**src/rtl/tas_lock_pkg.sv**
```systemverilog
package tas_lock_pkg;
    typedef enum logic {
        OP_TAS = 1'b0,
        OP_REL = 1'b1
    } lock_op_e;
endpackage

```
**src/rtl/tas_lock_arb.sv**
```systemverilog
module tas_lock_arb #(
    parameter int N_CORES = 4,
    localparam int IDW = $clog2(N_CORES)
) (
    input  logic               clk,
    input  logic               rst_n,
    input  logic [N_CORES-1:0] req,
    output logic [N_CORES-1:0] gnt,
    output logic               gnt_vld,
    output logic [IDW-1:0]     gnt_id
);
    always_comb begin
        gnt     = '0;
        gnt_vld = 1'b0;
        gnt_id  = '0;
        for (int i = N_CORES - 1; i >= 0; i--) begin
            if (req[i]) begin
                gnt     = '0;
                gnt[i]  = 1'b1;
                gnt_vld = 1'b1;
                gnt_id  = IDW'(i);
            end
        end
    end


    gnt_onehot_chk: assert property (@(posedge clk) disable iff (!rst_n)
        $onehot0(gnt) && ((gnt & ~req) == '0));


    gnt_lowest_chk: assert property (@(posedge clk) disable iff (!rst_n)
        gnt_vld |-> ((req & (gnt - 1'b1)) == '0));
endmodule

```
**src/rtl/tas_lock_dir.sv**
```systemverilog
module tas_lock_dir
    import tas_lock_pkg::*;
#(
    parameter int N_CORES = 4,
    parameter int CNT_W   = 32,
    localparam int IDW = $clog2(N_CORES)
) (
    input  logic             clk,
    input  logic             rst_n,
    input  logic             srv_vld,
    input  logic [IDW-1:0]   srv_id,
    input  lock_op_e         srv_op,
    output logic             rsp_vld,
    output logic [IDW-1:0]   rsp_core,
    output logic             rsp_old,
    output logic             rsp_inv,
    output logic [CNT_W-1:0] inv_total,
    output logic             lock_word,
    output logic             holder_vld,
    output logic [IDW-1:0]   holder_core
);
    localparam logic [CNT_W-1:0] TOTAL_MAX = '1;

    typedef struct packed {
        logic             lock;
        logic             hvld;
        logic [IDW-1:0]   hid;
        logic             rvld;
        logic [IDW-1:0]   rid;
        logic             rold;
        logic             rinv;
        logic [CNT_W-1:0] total;
    } dir_state_t;

    dir_state_t st_d, st_q;
    logic       need_inv;

    always_comb begin
        st_d      = st_q;
        need_inv  = st_q.hvld && (st_q.hid != srv_id);
        st_d.rvld = srv_vld;
        if (srv_vld) begin
            st_d.rid  = srv_id;
            st_d.rold = st_q.lock;
            st_d.rinv = need_inv;
            st_d.lock = (srv_op == OP_TAS);
            st_d.hvld = 1'b1;
            st_d.hid  = srv_id;
            if (need_inv && st_q.total != TOTAL_MAX)
                st_d.total = st_q.total + 1'b1;
        end
    end

    always_ff @(posedge clk or negedge rst_n) begin
        if (!rst_n) st_q <= '0;
        else        st_q <= st_d;
    end

    assign rsp_vld     = st_q.rvld;
    assign rsp_core    = st_q.rid;
    assign rsp_old     = st_q.rold;
    assign rsp_inv     = st_q.rinv;
    assign inv_total   = st_q.total;
    assign lock_word   = st_q.lock;
    assign holder_vld  = st_q.hvld;
    assign holder_core = st_q.hid;


    tas_sets_chk: assert property (@(posedge clk) disable iff (!rst_n)
        (srv_vld && srv_op == OP_TAS) |=> (lock_word && rsp_old == $past(lock_word)));


    rel_clears_chk: assert property (@(posedge clk) disable iff (!rst_n)
        (srv_vld && srv_op == OP_REL) |=> (!lock_word && rsp_old == $past(lock_word)));


    cold_no_inv_chk: assert property (@(posedge clk) disable iff (!rst_n)
        (srv_vld && !holder_vld) |=> !rsp_inv);


    new_holder_chk: assert property (@(posedge clk) disable iff (!rst_n)
        srv_vld |=> (holder_vld && holder_core == rsp_core));


    same_holder_chk: assert property (@(posedge clk) disable iff (!rst_n)
        (srv_vld && holder_vld && holder_core == srv_id) |=> !rsp_inv);


    total_mono_chk: assert property (@(posedge clk) disable iff (!rst_n)
        1'b1 |=> (inv_total >= $past(inv_total)));


    rsp_follow_chk: assert property (@(posedge clk) disable iff (!rst_n)
        rsp_vld == $past(srv_vld));
endmodule

```
**src/rtl/tas_lock_dir_top.sv**
```systemverilog
module tas_lock_dir_top
    import tas_lock_pkg::*;
#(
    parameter int N_CORES = 4,
    parameter int CNT_W   = 32,
    localparam int IDW = $clog2(N_CORES)
) (
    input  logic               clk,
    input  logic               rst_n,
    input  logic [N_CORES-1:0] req_vld,
    input  logic [N_CORES-1:0] req_op,
    output logic [N_CORES-1:0] req_gnt,
    output logic               rsp_vld,
    output logic [IDW-1:0]     rsp_core,
    output logic               rsp_old,
    output logic               rsp_inv,
    output logic [CNT_W-1:0]   inv_total,
    output logic               lock_word,
    output logic               holder_vld,
    output logic [IDW-1:0]     holder_core
);
    logic           pick_vld;
    logic [IDW-1:0] pick_id;
    lock_op_e       pick_op;

    tas_lock_arb #(.N_CORES(N_CORES)) arb_i (
        .clk     (clk),
        .rst_n   (rst_n),
        .req     (req_vld),
        .gnt     (req_gnt),
        .gnt_vld (pick_vld),
        .gnt_id  (pick_id)
    );

    assign pick_op = lock_op_e'(req_op[pick_id]);

    tas_lock_dir #(.N_CORES(N_CORES), .CNT_W(CNT_W)) dir_i (
        .clk         (clk),
        .rst_n       (rst_n),
        .srv_vld     (pick_vld),
        .srv_id      (pick_id),
        .srv_op      (pick_op),
        .rsp_vld     (rsp_vld),
        .rsp_core    (rsp_core),
        .rsp_old     (rsp_old),
        .rsp_inv     (rsp_inv),
        .inv_total   (inv_total),
        .lock_word   (lock_word),
        .holder_vld  (holder_vld),
        .holder_core (holder_core)
    );
endmodule

```
**config.mk**
```make
export PLATFORM = sky130hd
export DESIGN_NAME = tas_lock_dir_top
export DESIGN_NICKNAME = d
export VERILOG_FILES = /design/src/rtl/tas_lock_pkg.sv /design/src/rtl/tas_lock_arb.sv /design/src/rtl/tas_lock_dir.sv /design/src/rtl/tas_lock_dir_top.sv
export SDC_FILE = /design/constraint.sdc
export NUM_CORES = 1
export LEC_CHECK = 0
export BUFFER_PORTS_ARGS = -buffer_cell sky130_fd_sc_hd__buf_2
export CORE_MARGIN = 4
export CORE_UTILIZATION = 51
export DETAILED_ROUTE_END_ITERATION = 10
export GPL_ROUTABILITY_DRIVEN = 0
export PLACE_DENSITY_LB_ADDON = 0.3
export SYNTH_ARGS = -nofsm -noshare
export SYNTH_HDL_FRONTEND = slang
export SYNTH_SLANG_ARGS = --single-unit
```
**constraint.sdc**
```tcl
create_clock -name clk -period 2.5 [get_ports clk]
set_input_delay 0.5 -clock clk [delete_from_list [all_inputs] [get_ports clk]]
set_output_delay 0.5 -clock clk [all_outputs]
set_load 0.02 [all_outputs]
```
# Yosys cells after proc, flatten, opt, wreduce, memory -nomap -nowiden
# Cells that the tools add are included.
[totals]
elab_cells = 29
regBits = 39
out_inout_bits = 45
in_bits = 10
[op_classes]
n_reduce_logical = 3
n_bitwise = 1
addsub = 1
eq_ne = 2
magnitude_cmp = 1
muxes = 14
[op_table]
columns = ["cell", "n"]
rows = [
  ["$add A32 B1 Y32 const B", 1],
  ["$ne A32 B32 Y1 const B", 1],
  ["$mux W4", 4],
  ["$mux W2", 4],
  ["$mux W1", 5],
  ["$lt A2 B3 Y1 const B", 1],
  ["$bmux W1 S2", 1],
  ["$logic_and A1 B1 Y1", 2],
  ["$ne A2 B2 Y1", 1],
  ["$reduce_and A2 Y1", 1],
  ["$not A1 Y1", 1],
]

# Depth between registers and ports, before layout
[depth]
ltp_word = 8
depth_mapped = 9

# Hierarchy
# A second synthesis with hierarchy kept.
[hier_totals]
hier_cells = 187
area_unflattened_um2 = 1980.6
[modules_own_cells]
columns = ["mod", "cells_each", "area_per_inst_um2", "seq_area_each_um2", "instances"]
rows = [
  ["tas_lock_dir", 176, 1899.3, 975.9, 1],
  ["tas_lock_arb", 10, 58.8, 0.0, 1],
  ["tas_lock_dir_top", 1, 22.5, 0.0, 1],
]

# Worst setup path before layout
# OpenSTA, ideal clock, no wires.
[synth_timing]
path_kind = "input to register"
from = "input port req_vld[1]"
to = "register dir_i.st_q, in the netlist dir_i.inv_total[28]"
setup_ns = 0.130
path_stages = 8
arrival_ns = 2.321
required_time_ns = 2.370
path_slack_ns = 0.049
path_cell_list = "clkbuf_2 -> nor2b_1 -> mux2i_1 -> nor2_1 -> or4_1 -> buf_2 -> or4b_1 -> xnor2_1"
[synth_via]
elab_chain_len = 6
elab_cells_between_ends = 8
cone_classes = "1 x eq/ne; 4 x mux; 3 x reduce/logical"
[synth_lines]
columns = ["element", "line_no", "source"]
rows = [
  ["start, declared", "tas_lock_dir_top.sv:10", "input logic [N_CORES-1:0] req_vld,"],
  ["$mux W2 (2 in series)", "tas_lock_arb.sv:17", "if (req[i]) begin"],
  ["$ne A2 B2 Y1", "tas_lock_dir.sv:40", "need_inv = st_q.hvld && (st_q.hid != srv_id);"],
  ["$logic_and A1 B1 Y1", "tas_lock_dir.sv:40", ""],
  ["$logic_and A1 B1 Y1", "tas_lock_dir.sv:49", "if (need_inv && st_q.total != TOTAL_MAX)"],
  ["$reduce_and A2 Y1 (no line) (*)", "--", ""],
  ["end signal, assigned", "tas_lock_dir.sv:56", "else st_q <= st_d;"],
  ["end, declared", "tas_lock_dir.sv:35", "dir_state_t st_d, st_q;"],
]
# Mark *: on every way between the ends. The rest lies on a longest branch, timed or not.
# A chain may end at the register's enable or synchronous reset.

# Worst setup path in the final report
[layout_timing]
from = "register dir_i.st_q, in the netlist dir_i.inv_total[0]"
to = "register dir_i.st_q, in the netlist dir_i.inv_total[12]"
[layout_via]
elab_chain_len = 3
elab_cells_between_ends = 4
cone_classes = "1 x add/sub; 1 x eq/ne; 2 x reduce/logical"
[layout_lines]
columns = ["element"]
rows = [
  ["parallel branches: the longest is 3 deep, another holds $add A32 B1 Y32"],
]
# Several ways; the timed one is not identified.

==> results.json <==
{
  "status": "finished, final reports clean",
  "drt_iter0_markers": 119,
  "syn-num-nets": 197,
  "grt_max_degree": 40,
  "synth_warnings": 0,
  "wl_per_cell_um": 13.6,
  "cp_slowest_stage_delay_ns": 0.60,
  "synth_top_area_share": 0.502,
  "drtAntennaViolNets": 0,
  "setup_violations": 0,
  "hp-class": "primary input to async pin",
  "ff2ff_path_depth": 8,
  "switching_share": 0.325,
  "clk_pin_slew_ns": 0.08,
  "crit_start": "dir_i.inv_total[0]",
  "worstPathMaxFanout": 15,
  "synth_area_um2": 1950,
  "num_io_pins": 55,
  "postSynthCellCount": 186,
  "synth_ff_type": "dfrtp_1",
  "critPathCaptureType": "flip-flop",
  "max_freq_mhz": 427,
  "async_reset_ff_frac": 1.00,
  "critPathKind": "flip-flop to flip-flop",
  "pwr_density_cell_nw_per_um2": 652,
  "htree_levels": 2,
  "clockPowerShare": 0.257,
  "synth-edff-count": 0,
  "vias_per_cell": 5.28,
  "crit_chain": "ha_1 -> nand3_1 -> or4_1 -> nor4_4 -> nor4_2 -> buf_4 -> nor3b_1 -> xor2_1",
  "seqPwrFrac": 0.476,
  "synth_commonest_cells": "dfrtp_1, xnor2_1, nand2_1, nand4_1, nor3_1",
  "rows": 22,
  "grt_pass1_vias": 1483,
  "finalCritPeriodShare": 0.937,
  "cts_resized": 0,
  "cts.sink_count": 39,
  "cts_buffer_depth": 2,
  "initial_core_util": 0.531,
  "power_mw": 1.58,
  "synthTopCellsByArea": "dfrtp_1, xnor2_1, nand4_1, nand2_1, xor2_1",
  "finClkSkew_ns": 0.00739,
  "finalWirelength_um": 4120,
  "maxCapViolations": 0,
  "tightest_slew_ns": 0.836,
  "cts_tree": "built",
  "hold_violations": 0,
  "hpwl_um": 3070,
  "r2r_end": "dir_i.inv_total[12]",
  "antenna_cells": 0,
  "reg2reg_from": "dir_i.inv_total[0]",
  "rrSetupSlack_ns": 0.16,
  "clock_latency_ns": 0.30,
  "core-area_um2": 3660,
  "p_comb_frac": 0.267,
  "die_width_um": 69.8,
  "hold_buffers": 0,
  "avgSynthCellArea_um2": 10.5,
  "fillers": 321,
  "drc": 0,
  "cts_made_buffers": 5,
  "grt_pass1_wl_um": 6840,
  "cp-start-kind": "flip-flop",
  "yosysSeqAreaShare": 0.502,
  "antenna_found_initial": 0,
  "synth_area_leader_cell": "dfrtp_1",
  "nets": 265,
  "io_buffers": 54,
  "fin_setup_tns_ns": 0,
  "vias": 1599,
  "die_h_um": 69.8,
  "grt_setup_unrepaired": "no",
  "cts_setup_buffers": 0,
  "p_int_mw": 1.07,
  "relSlewSlack": 0.442,
  "switchingPower_mw": 0.512,
  "gr-total-overflow": 0,
  "grtUsageTotal": 0.175,
  "p_leak_nw": 1.17,
  "vdd_drop_max_v": 0.000413,
  "ys_ff_latch": 39,
  "crit_required_ns": 2.68,
  "layout-drive-gt1-share": 0.333,
  "yosysMostFrequentCell": "dfrtp_1",
  "yosysUniqueCellTypes": 40,
  "crit_slowest_cell": "or4_1",
  "dr.pass1.iters": 4,
  "min_period_ns": 2.34,
  "layout-area-overhead-vs-synth_pct": 24.4,
  "drv_slew": 0,
  "die_area_um2": 4870,
  "cts-root-buf": "clkbuf_8",
  "cp.arrival_ns": 2.52
}
==> flip-flops by register name (all words and copies together) (netlist names) <==
name	cells
dir_i.inv_total	32
dir_i.holder_core	2
dir_i.holder_vld	1
dir_i.lock_word	1
dir_i.rsp_inv	1
dir_i.rsp_old	1
dir_i.rsp_vld	1
==> stage by stage <==
stage	util	hold WS [ns]	instance area (um^2)	cells	setup slack [ns]
6_report	0.661	0.308	2420	303	0.158
5_1_grt	0.661	0.377	2420	303	0.0288
4_1_cts	0.661	0.334	2420	303	0.131
3_5_place_dp	0.638	0.468	2340	295	0.123
3_3_place_gp	0.638	0.447	2340	295	0.150
2_1_floorplan	-	0.204	1950	186	0.0486
==> how the worst max path moves through the flow <==
| stage | end | slack, ns | cells after the start |
|---|---|---|---|
| floorplan | dir_i.inv_total[28] | 0.05 | 8 |
| global placement | dir_i.inv_total[28] | 0.15 | 7 |
| detailed placement | dir_i.inv_total[31] | 0.12 | 7 |
| CTS | dir_i.inv_total[12] | 0.13 | 8 |
| global route | dir_i.inv_total[12] | 0.03 | 8 |
| finish | dir_i.inv_total[12] | 0.16 | 8 |
==> routing by layer <==
| layer | global-route usage | vias up | wire, um |
|---|---|---|---|
| met2 | 0.268 | 43 | 1930 |
| li1 | - | 800 | - |
| met3 | 0.0580 | 7 | 255 |
| met4 | 0.0511 | 0 | 52 |
| met5 | 0 | - | 0 |
| met1 | 0.237 | 749 | 1890 |
==> cell type report <==
cell class / instances / area, um^2 / share of cell area
flip-flops and latches: 39 / 976 / 0.403
multi-input cells: 134 / 895 / 0.370
repair buffers: 70 / 390 / 0.161
clock buffers: 5 / 68.8 / 0.0284
well taps: 48 / 60.1 / 0.0248
clock inverters: 3 / 15.0 / 0.00620
inverters: 4 / 15.0 / 0.00620
==> placed cells by master (no fill, tap or decap), drive strengths merged, types with 2 or more instances in the layout <==
| cell | Yosys | final |
|---|---|---|
| or4 | 3 | 3 |
| nand4 | 13 | 13 |
| inv | 4 | 4 |
| clkinv | 0 | 3 |
| nand2 | 21 | 21 |
| and4 | 2 | 2 |
| mux2 | 2 | 2 |
| xor2 | 8 | 8 |
| a21oi | 2 | 2 |
| nor3 | 10 | 10 |
| dfrtp | 39 | 39 |
| nor2b | 3 | 3 |
| xnor2 | 22 | 22 |
| nor2 | 8 | 8 |
| nand3 | 9 | 9 |
| and3 | 2 | 2 |
| a31oi | 2 | 2 |
| nor3b | 3 | 3 |
| nor4 | 9 | 9 |
| buf | 7 | 70 |
| clkbuf | 2 | 5 |
==> worst max-delay path, delay by kind of cell (launching register included) <==
family                   cells  cell delay (ns)
adder cells (fa/ha/maj)      1             0.23
XOR/XNOR                     1             0.14
flip-flops                   1             0.36
AND/OR/NAND/NOR              5             1.30
buffers and inverters        1             0.20
==> power groups by stage <==
stage	Clock (mW)	Combinational, mW	Sequential (mW)
global route	0.450	0.460	0.761
global placement	0	0.417	0.760
finish	0.405	0.422	0.751
floorplan	0	0.143	0.860
detailed placement	0	0.426	0.762
CTS	0.416	0.426	0.752
==> kinds of logic after synthesis <==
| family | Yosys count | synth area share |
|---|---|---|
| flip-flops | 39 | 0.502 |
| adder cells (fa/ha/maj) | 1 | 0.00643 |
| buffers and inverters | 13 | 0.0386 |
| multiplexers | 3 | 0.0167 |
| AO/OA/AOI/OAI | 9 | 0.0328 |
| AND/OR/NAND/NOR | 91 | 0.269 |
| XOR/XNOR | 30 | 0.135 |
No activity file was read; power rests on OpenSTA's default activity.
